### src/rtl/pci_io_target.sv
module pci_io_target #(
  parameter logic [31:0] IO_BASE  = 32'h0000_0C00,
  parameter int          WIN_BITS = 3,
  parameter int          CFG_BITS = 8
) (
  input  logic        clk,
  input  logic        rst_n,
  input  logic [31:0] ad_in,
  input  logic [3:0]  cbe_n,
  input  logic        frame_n,
  input  logic        irdy_n,
  input  logic        idsel,
  input  logic        par_in,
  output logic [31:0] ad_out,
  output logic        ad_oe,
  output logic        par_out,
  output logic        par_oe,
  output logic        devsel_n,
  output logic        trdy_n,
  output logic        stop_n,
  output logic        perr_n,
  output logic [((CFG_BITS > WIN_BITS) ? CFG_BITS : WIN_BITS)-1:0] reg_addr,
  output logic        reg_cfg,
  output logic [31:0] reg_wdata,
  output logic [3:0]  reg_be,
  output logic        reg_wr,
  output logic        reg_rd,
  input  logic [31:0] reg_rdata
);
  localparam int LA_W = (CFG_BITS > WIN_BITS) ? CFG_BITS : WIN_BITS;
  localparam logic [3:0] CMD_IO_RD  = 4'b0010;
  localparam logic [3:0] CMD_IO_WR  = 4'b0011;
  localparam logic [3:0] CMD_CFG_RD = 4'b1010;
  localparam logic [3:0] CMD_CFG_WR = 4'b1011;

  typedef enum logic [1:0] {S_IDLE, S_FETCH, S_XFER, S_HOLD} st_t;
  st_t st;

  logic            frame_d, irdy_d;
  logic [LA_W-1:0] addr_q;
  logic            wr_q, cfg_q;
  logic            chk_pend, chk_par;

  wire addr_phase = !frame_n && frame_d && irdy_d;
  wire io_hit  = (cbe_n == CMD_IO_RD || cbe_n == CMD_IO_WR) &&
                 (ad_in[31:WIN_BITS] == IO_BASE[31:WIN_BITS]);
  wire cfg_hit = idsel && (cbe_n == CMD_CFG_RD || cbe_n == CMD_CFG_WR) &&
                 (ad_in[1:0] == 2'b00);
  wire [LA_W-1:0] io_off  = LA_W'(ad_in[WIN_BITS-1:0]);
  wire [LA_W-1:0] cfg_off = LA_W'({ad_in[CFG_BITS-1:2], 2'b00});
  wire last_dw  = cfg_q ? (&addr_q[CFG_BITS-1:2]) : (&addr_q[WIN_BITS-1:2]);
  wire phase_ok = (st == S_XFER) && !irdy_n;

  assign reg_rd    = (st == S_FETCH) && !wr_q;
  assign reg_wr    = phase_ok && wr_q;
  assign reg_addr  = addr_q;
  assign reg_cfg   = cfg_q;
  assign reg_wdata = ad_in;
  assign reg_be    = ~cbe_n;

  always_ff @(posedge clk or negedge rst_n) begin
    if (!rst_n) begin
      st       <= S_IDLE;
      frame_d  <= 1'b1;
      irdy_d   <= 1'b1;
      addr_q   <= '0;
      wr_q     <= 1'b0;
      cfg_q    <= 1'b0;
      devsel_n <= 1'b1;
      trdy_n   <= 1'b1;
      stop_n   <= 1'b1;
      ad_out   <= '0;
      ad_oe    <= 1'b0;
      par_out  <= 1'b0;
      par_oe   <= 1'b0;
      chk_pend <= 1'b0;
      chk_par  <= 1'b0;
      perr_n   <= 1'b1;
    end else begin
      frame_d  <= frame_n;
      irdy_d   <= irdy_n;
      par_out  <= ^{ad_out, cbe_n};
      par_oe   <= ad_oe;
      chk_pend <= reg_wr;
      if (reg_wr) chk_par <= ^{ad_in, cbe_n};
      perr_n   <= !(chk_pend && (par_in != chk_par));
      case (st)
        S_IDLE: if (addr_phase && (io_hit || cfg_hit)) begin
          st       <= S_FETCH;
          devsel_n <= 1'b0;
          wr_q     <= cbe_n[0];
          cfg_q    <= cfg_hit;
          addr_q   <= cfg_hit ? cfg_off : io_off;
        end
        S_FETCH: begin
          st     <= S_XFER;
          trdy_n <= 1'b0;
          stop_n <= !last_dw;
          if (!wr_q) begin
            ad_out <= reg_rdata;
            ad_oe  <= 1'b1;
          end
        end
        S_XFER: if (!irdy_n) begin
          trdy_n <= 1'b1;
          ad_oe  <= 1'b0;
          if (frame_n) begin
            st       <= S_IDLE;
            devsel_n <= 1'b1;
            stop_n   <= 1'b1;
          end else if (!stop_n) begin
            st <= S_HOLD;
          end else begin
            st     <= S_FETCH;
            addr_q <= addr_q + LA_W'(4);
          end
        end
        default: if (frame_n) begin
          st       <= S_IDLE;
          devsel_n <= 1'b1;
          stop_n   <= 1'b1;
        end
      endcase
    end
  end

  assert_trdy_claimed_R3: assert property (@(posedge clk) disable iff (!rst_n)
    !trdy_n |-> !devsel_n);

  assert_stop_claimed_R7: assert property (@(posedge clk) disable iff (!rst_n)
    !stop_n |-> !devsel_n);

  assert_wait_hold_R4: assert property (@(posedge clk) disable iff (!rst_n)
    (!trdy_n && irdy_n && !frame_n) |=> (!trdy_n && $stable(ad_out)));

  assert_release_R8: assert property (@(posedge clk) disable iff (!rst_n)
    (!trdy_n && !irdy_n && frame_n) |=> (trdy_n && devsel_n && stop_n));

  assert_perr_after_write_R10: assert property (@(posedge clk) disable iff (!rst_n)
    !perr_n |-> $past(reg_wr, 2));

  assert_fetch_before_data_R5: assert property (@(posedge clk) disable iff (!rst_n)
    ($fell(trdy_n) && ad_oe) |-> $past(reg_rd));
endmodule

### config.mk
export PLATFORM = sky130hd
export DESIGN_NAME = pci_io_target
export DESIGN_NICKNAME = d
export VERILOG_FILES = /design/src/rtl/pci_io_target.sv
export SDC_FILE = /design/constraint.sdc
export NUM_CORES = 1
export LEC_CHECK = 0
export BUFFER_PORTS_ARGS = -buffer_cell sky130_fd_sc_hd__buf_2
export CAP_MARGIN = 40
export CORE_ASPECT_RATIO = 1.4
export CORE_MARGIN = 4
export CORE_UTILIZATION = 50
export DETAILED_ROUTE_END_ITERATION = 10
export GPL_ROUTABILITY_DRIVEN = 0
export HOLD_SLACK_MARGIN = 0.12
export PLACE_DENSITY_LB_ADDON = 0.2
export SLEW_MARGIN = 20
export SYNTH_ARGS = -nofsm -noshare
export SYNTH_HDL_FRONTEND = slang
export SYNTH_SLANG_ARGS = --single-unit
### constraint.sdc
create_clock -name clk -period 4 [get_ports clk]
set_clock_uncertainty 0.15 [all_clocks]
set_input_delay 1 -clock clk [delete_from_list [all_inputs] [get_ports clk]]
set_output_delay 1 -clock clk [all_outputs]
set_load 0.02 [all_outputs]
==> reports/metrics.yaml, run 1 <==
status:
  status: "completed"
power:
  vdd_drop_max_uv: 281
  combPwrFrac: 0.520
  p_leak_uw: 0.00203
  internal-power_uw: 1500
  clkPwrFrac: 0.129
  switchingPower_uw: 973
  power_frac_seq: 0.350
  power_density_mw_per_mm2: 618
  switching_share: 0.394
setup_path:
  endpoint_kind: "output pin"
  ff2ff_path_depth: 4
  arrival_ps: 1800
  start_kind: "register"
  cp_top_family: "flip-flops"
  worst-path-stages: 4
  cp.buffers_inverters: 2
  max_stage_delay_ps: 530
  path_cells: "clkinv_1 -> nand2_1 -> nor3_1 -> buf_2"
  critPathMaxFanout: 10
  worst_path_max_delay_cell: "dfrtp_1"
  cp.required_ps: 2850
  critPathKind: "reg2out"
timing:
  rsz0062_at_grt: "false"
  worst_pin_slew_ps: 724
  finalMaxSlewViolations: 0
  finalHoldViolations: 0
  fin_ws_ps: 1050
  slew_headroom: 0.516
  finalSetupTns_ps: 0
  setup_viol: 0
  finalCritPeriodShare: 0.739
  finalCriticalPeriod_ps: 2950
  max_freq_mhz: 338
logic_synthesis:
  avgSynthCellArea_um2: 10.7
  synthTopCellsByArea: "dfrtp_1 (38%), xnor2_1 (15%), mux2_2 (11%)"
  async_reset_ff_frac: 1.00
  syn_area_mm2: 0.00324
  syn_nets: 382
  seq_area_frac_synth: 0.427
  synthFlopType: "dfrtp_1"
  yosysTopAreaCell: "dfrtp_1"
  yosysWarningCount: 0
  synth_cell_types: 41
  ys_ff_latch: 55
  synth_edf_count: 0
  synth_top_area_frac: 0.378
  syn_inst: 302
run:
  cap_violations: 0
layout:
  multi_input_area_mm2: 0.00155
  syn2layout_area_growth_pct: 23.3
  antenna_cells: 0
  nFillCells: 534
  num-nets-final: 513
  final-seq-area_mm2: 0.00138
  drive_gt1_frac: 0.495
route:
  drtIter0Drc: 76
  wl_per_cell_um: 14.5
  viasPerCell: 5.10
  vias: 2580
  totalWireLength_mm: 7.36
  drc: 0
  first_pass_iters: 4
  detail-route-antenna-nets: 0
clock_tree:
  clk_latency_ps: 310
  cts_tree: "done"
  cts_resized: 0
  clock-sinks: 55
  post_cts_buffers: 0
  cts.path.max_buffers: 2
  cts_made_buffers: 5
  cts_hold_buf: 0
  path_clk_slew_ps: 100
  root_buffer: "clkbuf_8"
  h-tree-depth: 2
die:
  dieArea_mm2: 0.00786
  fp.coreArea_mm2: 0.00625
  row_count: 34
  initial_utilization: 0.519
  ios: 160
  fp.dieH_um: 103
  die_w_um: 76.1
place:
  pre_cts_ws_ps: 901
  hpwl_mm: 6.08
  port_buffers: 159
grt:
  grt_pass1_vias: 2573
  antenna_found_initial: 0
  grt-busiest-layer: "met2"
  grt_util_met1: 0.220
  grt_pass1_wl_mm: 12.1
  grt_util_met2: 0.363
  grt_use_total: 0.192
  use_met3: 0.0355
  grt_start_max_net_pins: 35
  overflow: 0
worst_hold_path:
  min_path_type: "reg2reg"
  worstHoldPathCells: 1
-- cell usage after synthesis (2+ instances only) --
| cell type | number |
|---|---|
| nor4_1 | 5 |
| o21ai_0 | 13 |
| dfstp_2 | 6 |
| nand2_1 | 24 |
| dfrtp_1 | 49 |
| mux2_2 | 32 |
| nand4_1 | 4 |
| a21oi_1 | 10 |
| buf_4 | 32 |
| xor2_1 | 6 |
| ha_1 | 6 |
| clkbuf_1 | 2 |
| nand3_1 | 3 |
| buf_2 | 5 |
| a22o_1 | 2 |
| inv_1 | 12 |
| xnor2_1 | 57 |
| o221a_2 | 2 |
| nor2_1 | 7 |
| a31oi_1 | 4 |
-- worst paths after layout --
path,start,endpoint,slack [ps]
worst max register to register,st[0]$_DFFE_PN0P_,ad_out[21]$_DFFE_PN0P_,1690
min in group asynchronous,rst_n,ad_out[0]$_DFFE_PN0P_,470
worst min-delay path,chk_pend$_DFF_PN0_,perr_n$_DFF_PN1_,220
worst max-delay path,st[0]$_DFFE_PN0P_,reg_wr,1050
worst min register to register,chk_pend$_DFF_PN0_,perr_n$_DFF_PN1_,220
max in group asynchronous,rst_n,devsel_n$_DFFE_PN1P_,2470
-- sequential cells by signal, indices dropped and copies added (netlist names) --
register  cells
ad_oe         1
frame_d       1
trdy_n        1
chk_pend      1
stop_n        1
par_oe        1
wr_q          1
chk_par       1
st            2
reg_cfg       1
perr_n        1
reg_addr      8
devsel_n      1
par_out       1
irdy_d        1
ad_out       32
-- power by group through the flow --
stage	Combinational, uW	Sequential [uW]	Clock [uW]
floorplan	803	1030	0
global route	1420	889	360
global placement	1280	870	0
CTS	1320	867	327
detailed placement	1310	880	0
finish	1290	866	320
-- layout make-up --
| type | instances | area share |
|---|---|---|
| Tap cell | 72 | 0.0225 |
| Sequential cell | 55 | 0.346 |
| Inverter | 13 | 0.0122 |
| Clock inverter | 1 | 0.00219 |
| Timing Repair Buffer | 163 | 0.210 |
| Clock buffer | 7 | 0.0216 |
| Multi-Input combinational cell | 195 | 0.386 |
-- logic make-up after synthesis --
group,after synthesis,share of synthesized area
flops,55,0.427
xor+xnor,64,0.177
simple gates,51,0.0767
fa+ha+maj,6,0.0231
compound gates,40,0.0787
buf+inv,52,0.0991
mux,34,0.119
-- metrics by stage --
stage	area [um^2]	hold slack, ps	power [uW]	std cells	util
global route	4000	230	2660	506	0.640
floorplan	3240	198	1830	302	-
detailed placement	3910	213	2190	498	0.625
CTS	4000	217	2510	506	0.640
global placement	3890	206	2150	497	0.621
finish	4000	222	2470	506	0.640
-- layout by cell type, fill, tap and decap left out, types with 7 or more instances in the layout --
cell type,synthesis,final
buf_2,5,159
xnor2_1,57,57
dfrtp_1,49,49
mux2_2,32,32
nand2_1,24,24
o21ai_0,13,13
inv_1,12,12
a21oi_1,10,10
nor2_1,7,7
-- routing by layer --
metal	vias to the layer above	part of all wire
li1	1253	-
met5	-	0
met4	0	0.011
met2	130	0.54
met1	1192	0.37
met3	5	0.075
No activity file was read; power rests on OpenSTA's default activity.
==> inputs of run 2 (changes only) <==
CORE_UTILIZATION = 46   (was 50)
clock period = 2.9 ns   (was 4 ns; I/O delays follow)
==> reports/metrics.yaml, run 2 (synthesis gave the netlist of run 1 again) <==
status:
  status: "completed"  # unchanged
timing:
  worst_pin_slew_ps: 517  # was 724 ps
  finalCriticalPeriod_ps: 2460
  finalCritPeriodShare: 0.849
  finalMaxSlewViolations: 0  # unchanged
  rsz0062_at_grt: "false"  # unchanged
  finalSetupTns_ps: 0  # unchanged
  slew_headroom: 0.653  # was 0.516
  finalHoldViolations: 0  # unchanged
  setup_viol: 0  # unchanged
  hold_ws_ps: 178  # was 222 ps
  max_freq_mhz: 406
grt:
  overflow: 0  # unchanged
  antenna_found_initial: 0  # unchanged
  grt_pass1_wl_mm: 12.1  # about the same
  grt_pass1_vias: 2611  # was 2573
  grt_start_max_net_pins: 33  # was 35
  grt_use_total: 0.180  # was 0.192
setup_path:
  worstSetupEndpoint: "reg_wr"  # unchanged
  critPathMaxFanout: 6  # was 10
  cp.required_ps: 2030  # was 2850 ps
  endpoint_kind: "output pin"  # unchanged
  critPathKind: "in2out"  # was reg2out
  start_kind: "input pin"  # was register
  ff2ff_path_depth: 4  # unchanged
  arrival_ps: 1590  # was 1800 ps
  rr_endpoint: "ad_out[12]$_DFFE_PN0P_"  # was ad_out[21]$_DFFE_PN0P_
  cp-startpoint: "irdy_n"  # was st[0]$_DFFE_PN0P_
  r2r_slack_ps: 1050  # was 1690 ps
  reg2reg_from: "st[1]$_DFFE_PN0P_"  # was st[0]$_DFFE_PN0P_
layout:
  finalInstanceArea_mm2: 0.00406  # was 0.00400 mm^2
  num-nets-final: 518  # was 513
  final_util: 0.590  # was 0.640
  syn2layout_area_growth_pct: 25.2  # was 23.3%
  top_register: "ad_out"  # unchanged
  final_common_cell: "buf_2"  # unchanged
  largest_reg_flops: 32  # unchanged
  antenna_cells: 0  # unchanged
  drive_gt1_frac: 0.500  # was 0.495
  mostFrequentLayoutCells: "buf_2 (159), xnor2_1 (57), dfrtp_1 (49)"  # unchanged
clock_tree:
  root_buffer: "clkbuf_8"  # unchanged
  cts_hold_buf: 0  # unchanged
  post_cts_buffers: 0  # unchanged
  cts_tree: "done"  # unchanged
  cts.path.max_buffers: 2  # unchanged
  clk_latency_ps: 310  # about the same
  cts_made_buffers: 5  # unchanged
  h-tree-depth: 2  # unchanged
  clock-sinks: 55  # unchanged
  path_clk_slew_ps: 90  # was 100 ps
  cts_resized: 0  # unchanged
route:
  met1_length_mm: 3.12  # was 2.75 mm
  dr_wl_met3_um: 514  # was 554 um
  wl_per_cell_um: 14.3  # was 14.5 um
  first_pass_iters: 4  # unchanged
  detail-route-antenna-nets: 0  # unchanged
  top_layer: "met4"  # unchanged
  totalWireLength_mm: 7.60  # was 7.36 mm
  wl_met2_mm: 3.86  # was 3.98 mm
  drtIter0Drc: 37  # was 76
  vias: 2582  # was 2580
  drc: 0  # unchanged
  viasPerCell: 4.84  # was 5.10
place:
  place_area_mm2: 0.00396  # was 0.00391 mm^2
  port_buffers: 159  # unchanged
  hpwl_mm: 6.23  # was 6.08 mm
die:
  dieArea_mm2: 0.00848  # was 0.00786 mm^2
  die_w_um: 79.0  # was 76.1 um
  ios: 160  # unchanged
  row_count: 36  # was 34
  fp.coreArea_mm2: 0.00689  # was 0.00625 mm^2
  initial_utilization: 0.471  # was 0.519
  fp.dieH_um: 107  # was 103 um
run:
  cap_violations: 0  # unchanged
power:
  vdd_drop_max_uv: 516  # was 281 uV
  power_density_mw_per_mm2: 854  # was 618 mW/mm^2
  p_leak_uw: 0.00205  # was 0.00203 uW
  finalPower_uw: 3470  # was 2470 uW
worst_hold_path:
  min_path_type: "in2async"  # was reg2reg
## run 2: changes by cell type in the layout (fill, tap and decap cells not counted)
cell / previous run / this run
buf_12: 1 / 0
buf_4: 3 / 9
bufinv_16: 0 / 1
clkbuf_8: 6 / 5
clkinv_4: 1 / 0
## run 2: final cells by class
cell class | count | area [um^2]
Timing Repair Buffer | 168 | 863
Multi-Input combinational cell | 195 | 1550
Sequential cell | 55 | 1380
Inverter | 13 | 48.8
Clock buffer | 6 | 72.6
Clock inverter | 1 | 30.0
Fill cell | 616 | 2830
Tap cell | 95 | 119
## run 2: power by group
group          leakage (uW)  switching, uW  internal, uW
Combinational       0.00129            907           877
Clock             0.0000513            234           253
Sequential         0.000705            201           995
Total               0.00205           1340          2130
## run 2: worst min-delay path by stage
| stage | slack (ps) | endpoint | depth (start not counted) |
|---|---|---|---|
| 2_1_floorplan | 200 | perr_n$_DFF_PN1_ | 1 |
| 3_3_place_gp | 200 | perr_n$_DFF_PN1_ | 1 |
| 3_5_place_dp | 220 | perr_n$_DFF_PN1_ | 1 |
| 4_1_cts | 170 | ad_out[13]$_DFFE_PN0P_ | 1 |
| 5_1_grt | 190 | ad_out[13]$_DFFE_PN0P_ | 1 |
| 6_report | 180 | ad_out[13]$_DFFE_PN0P_ | 1 |
## run 2: metal layers
layer,up-vias,GRT usage
met5,-,0
met4,0,0.0614
met3,11,0.0327
met2,113,0.319
met1,1196,0.218
li1,1262,-
## run 2: metrics by stage
step | std cells | setup WS [ps]
3_5_place_dp | 526 | 154
3_3_place_gp | 526 | 202
2_1_floorplan | 302 | 371
4_1_cts | 533 | 418
6_report | 533 | 438
5_1_grt | 533 | 340
## run 2: critical path, cell delays in order
cell and delay (ps):
buf_2 140, nor3_1 450, buf_2 270
==> inputs of run 3 (changes only) <==
clock period = 2.55 ns   (was 2.9 ns; I/O delays follow)
==> reports/metrics.yaml, run 3 (synthesis gave the netlist of run 1 again) <==
status:
  status: "completed"  # unchanged
grt:
  grt_pass1_wl_mm: 12.0  # was 12.1 mm
  overflow: 0  # unchanged
  antenna_found_initial: 0  # unchanged
  grt_pass1_vias: 2607  # was 2611
  grt_use_total: 0.178  # was 0.180
  grt_start_max_net_pins: 35  # was 33
route:
  viasPerCell: 4.86  # was 4.84
  drc: 0  # unchanged
  drtIter0Drc: 70  # was 37
  first_pass_iters: 5  # was 4
  detail-route-antenna-nets: 0  # unchanged
  wl_per_cell_um: 14.0  # was 14.3 um
  vias: 2626  # was 2582
  totalWireLength_mm: 7.54  # was 7.60 mm
place:
  hpwl_mm: 6.18  # was 6.23 mm
  placedCellCount: 532  # was 526
  port_buffers: 159  # unchanged
  place_area_mm2: 0.00403  # was 0.00396 mm^2
layout:
  largest_reg_flops: 32  # unchanged
  final_common_cell: "buf_2"  # unchanged
  drive_gt1_frac: 0.508  # was 0.500
  syn2layout_area_growth_pct: 27.2  # was 25.2%
  multi_input_area_mm2: 0.00155  # unchanged
  finalInstanceArea_mm2: 0.00413  # was 0.00406 mm^2
  top_register: "ad_out"  # unchanged
  nFillCells: 608  # was 616
  fin_cells: 540  # was 533
  mostFrequentLayoutCells: "buf_2 (159), xnor2_1 (57), dfrtp_1 (49)"  # unchanged
  final-seq-area_mm2: 0.00138  # unchanged
  num-nets-final: 524  # was 518
  antenna_cells: 0  # unchanged
power:
  clkPwrFrac: 0.128  # was 0.141
  p_leak_uw: 0.00208  # was 0.00205 uW
  combPwrFrac: 0.524  # was 0.515
  internal-power_uw: 2370  # was 2130 uW
  power_frac_seq: 0.348  # was 0.345
  power_density_mw_per_mm2: 946  # was 854 mW/mm^2
  switchingPower_uw: 1530  # was 1340 uW
  switching_share: 0.393  # was 0.387
  vdd_drop_max_uv: 583  # was 516 uV
worst_hold_path:
  min_path_type: "in2async"  # unchanged
timing:
  finalCritPeriodShare: 0.904
  setup_viol: 0  # unchanged
  slew_headroom: 0.659  # was 0.653
  worst_pin_slew_ps: 512  # was 517 ps
  rsz0062_at_grt: "false"  # unchanged
  hold_ws_ps: 134  # was 178 ps
  finalMaxSlewViolations: 0  # unchanged
  finalCriticalPeriod_ps: 2310
  finalHoldViolations: 0  # unchanged
  max_freq_mhz: 434
clock_tree:
  cts_hold_buf: 0  # unchanged
  cts_tree: "done"  # unchanged
  cts_made_buffers: 5  # unchanged
  cts.path.max_buffers: 2  # unchanged
  path_clk_slew_ps: 100  # was 90 ps
  clock-sinks: 55  # unchanged
  h-tree-depth: 2  # unchanged
  root_buffer: "clkbuf_8"  # unchanged
  clk_latency_ps: 310  # about the same
  post_cts_buffers: 0  # unchanged
  cts_resized: 0  # unchanged
setup_path:
  worst_path_max_delay_cell: "dfrtp_1"  # was nor3_1
  cp.required_ps: 1760  # was 2030 ps
  cp.buffers_inverters: 2  # unchanged
  arrival_ps: 1520  # was 1590 ps
  endpoint_kind: "output pin"  # unchanged
  cp_top_family: "flip-flops"  # was simple AND/OR/NAND/NOR gates
  critPathMaxFanout: 3  # was 6
  path_cells: "inv_1 -> nor3_1 -> buf_2"  # was buf_2 -> nor3_1 -> buf_2
  max_stage_delay_ps: 450  # about the same
  start_kind: "register"  # was input pin
  critPathKind: "reg2out"  # was in2out
die:
  fp.dieH_um: 107  # unchanged
  die_w_um: 79.0  # unchanged
  initial_utilization: 0.471  # unchanged
  dieArea_mm2: 0.00848  # unchanged
  ios: 160  # unchanged
  row_count: 36  # unchanged
  fp.coreArea_mm2: 0.00689  # unchanged
run:
  cap_violations: 0  # unchanged
==> run 3: changes by cell type in the layout (fill, tap and decap cells not counted) <==
| cell | previous run | this run |
|---|---|---|
| buf_12 | 0 | 2 |
| buf_4 | 9 | 13 |
| bufinv_16 | 1 | 0 |
| clkbuf_8 | 5 | 6 |
| clkinv_4 | 0 | 1 |
==> run 3: path summary, 6_finish.rpt <==
| path | cells past startpoint | slack [ps] | endpoint | from |
|---|---|---|---|---|
| setup / recovery | 3 | 240 | reg_wr | wr_q$_DFFE_PN0P_ |
| hold / removal | 1 | 130 | ad_out[0]$_DFFE_PN0P_ | rst_n |
| setup reg to reg | 4 | 730 | ad_out[12]$_DFFE_PN0P_ | st[1]$_DFFE_PN0P_ |
| hold reg to reg | 1 | 220 | perr_n$_DFF_PN1_ | chk_pend$_DFF_PN0_ |
| max in group asynchronous | 2 | 1480 | perr_n$_DFF_PN1_ | rst_n |
| min in group clk | 1 | 220 | perr_n$_DFF_PN1_ | chk_pend$_DFF_PN0_ |
==> run 3: layer usage <==
layer / wire [um] / GRT usage / part of all wire / vias up
met5: 0 / 0 / 0 / -
met4: 65 / 0.0405 / 0.0086 / 0
met3: 643 / 0.0385 / 0.085 / 6
met2: 3820 / 0.314 / 0.51 / 123
met1: 3010 / 0.220 / 0.40 / 1220
li1: - / - / - / 1277
==> run 3: through the flow <==
stage	utilization	power [uW]	setup TNS, ps	setup WS [ps]
floorplan	-	2880	0	108
global placement	0.585	3410	-42.6	-42.6
detailed placement	0.585	3460	-298	-97.5
CTS	0.599	3970	0	155
global route	0.599	4170	0	97.2
finish	0.599	3900	0	245
==> run 3: area by class of cell <==
class,count,area share
multi-input combinational,195,0.375
inverter,13,0.0118
clock inverter,1,0.00212
timing repair buffer,174,0.226
tap,95,0.0288
sequential,55,0.335
clock buffer,7,0.0209
==> run 3: power groups by stage <==
stage	Sequential [uW]	Clock [uW]	Combinational (uW)
5_1_grt	1400	548	2220
3_3_place_gp	1370	0	2030
3_5_place_dp	1380	0	2080
2_1_floorplan	1620	0	1260
4_1_cts	1360	520	2090
6_report	1360	499	2040
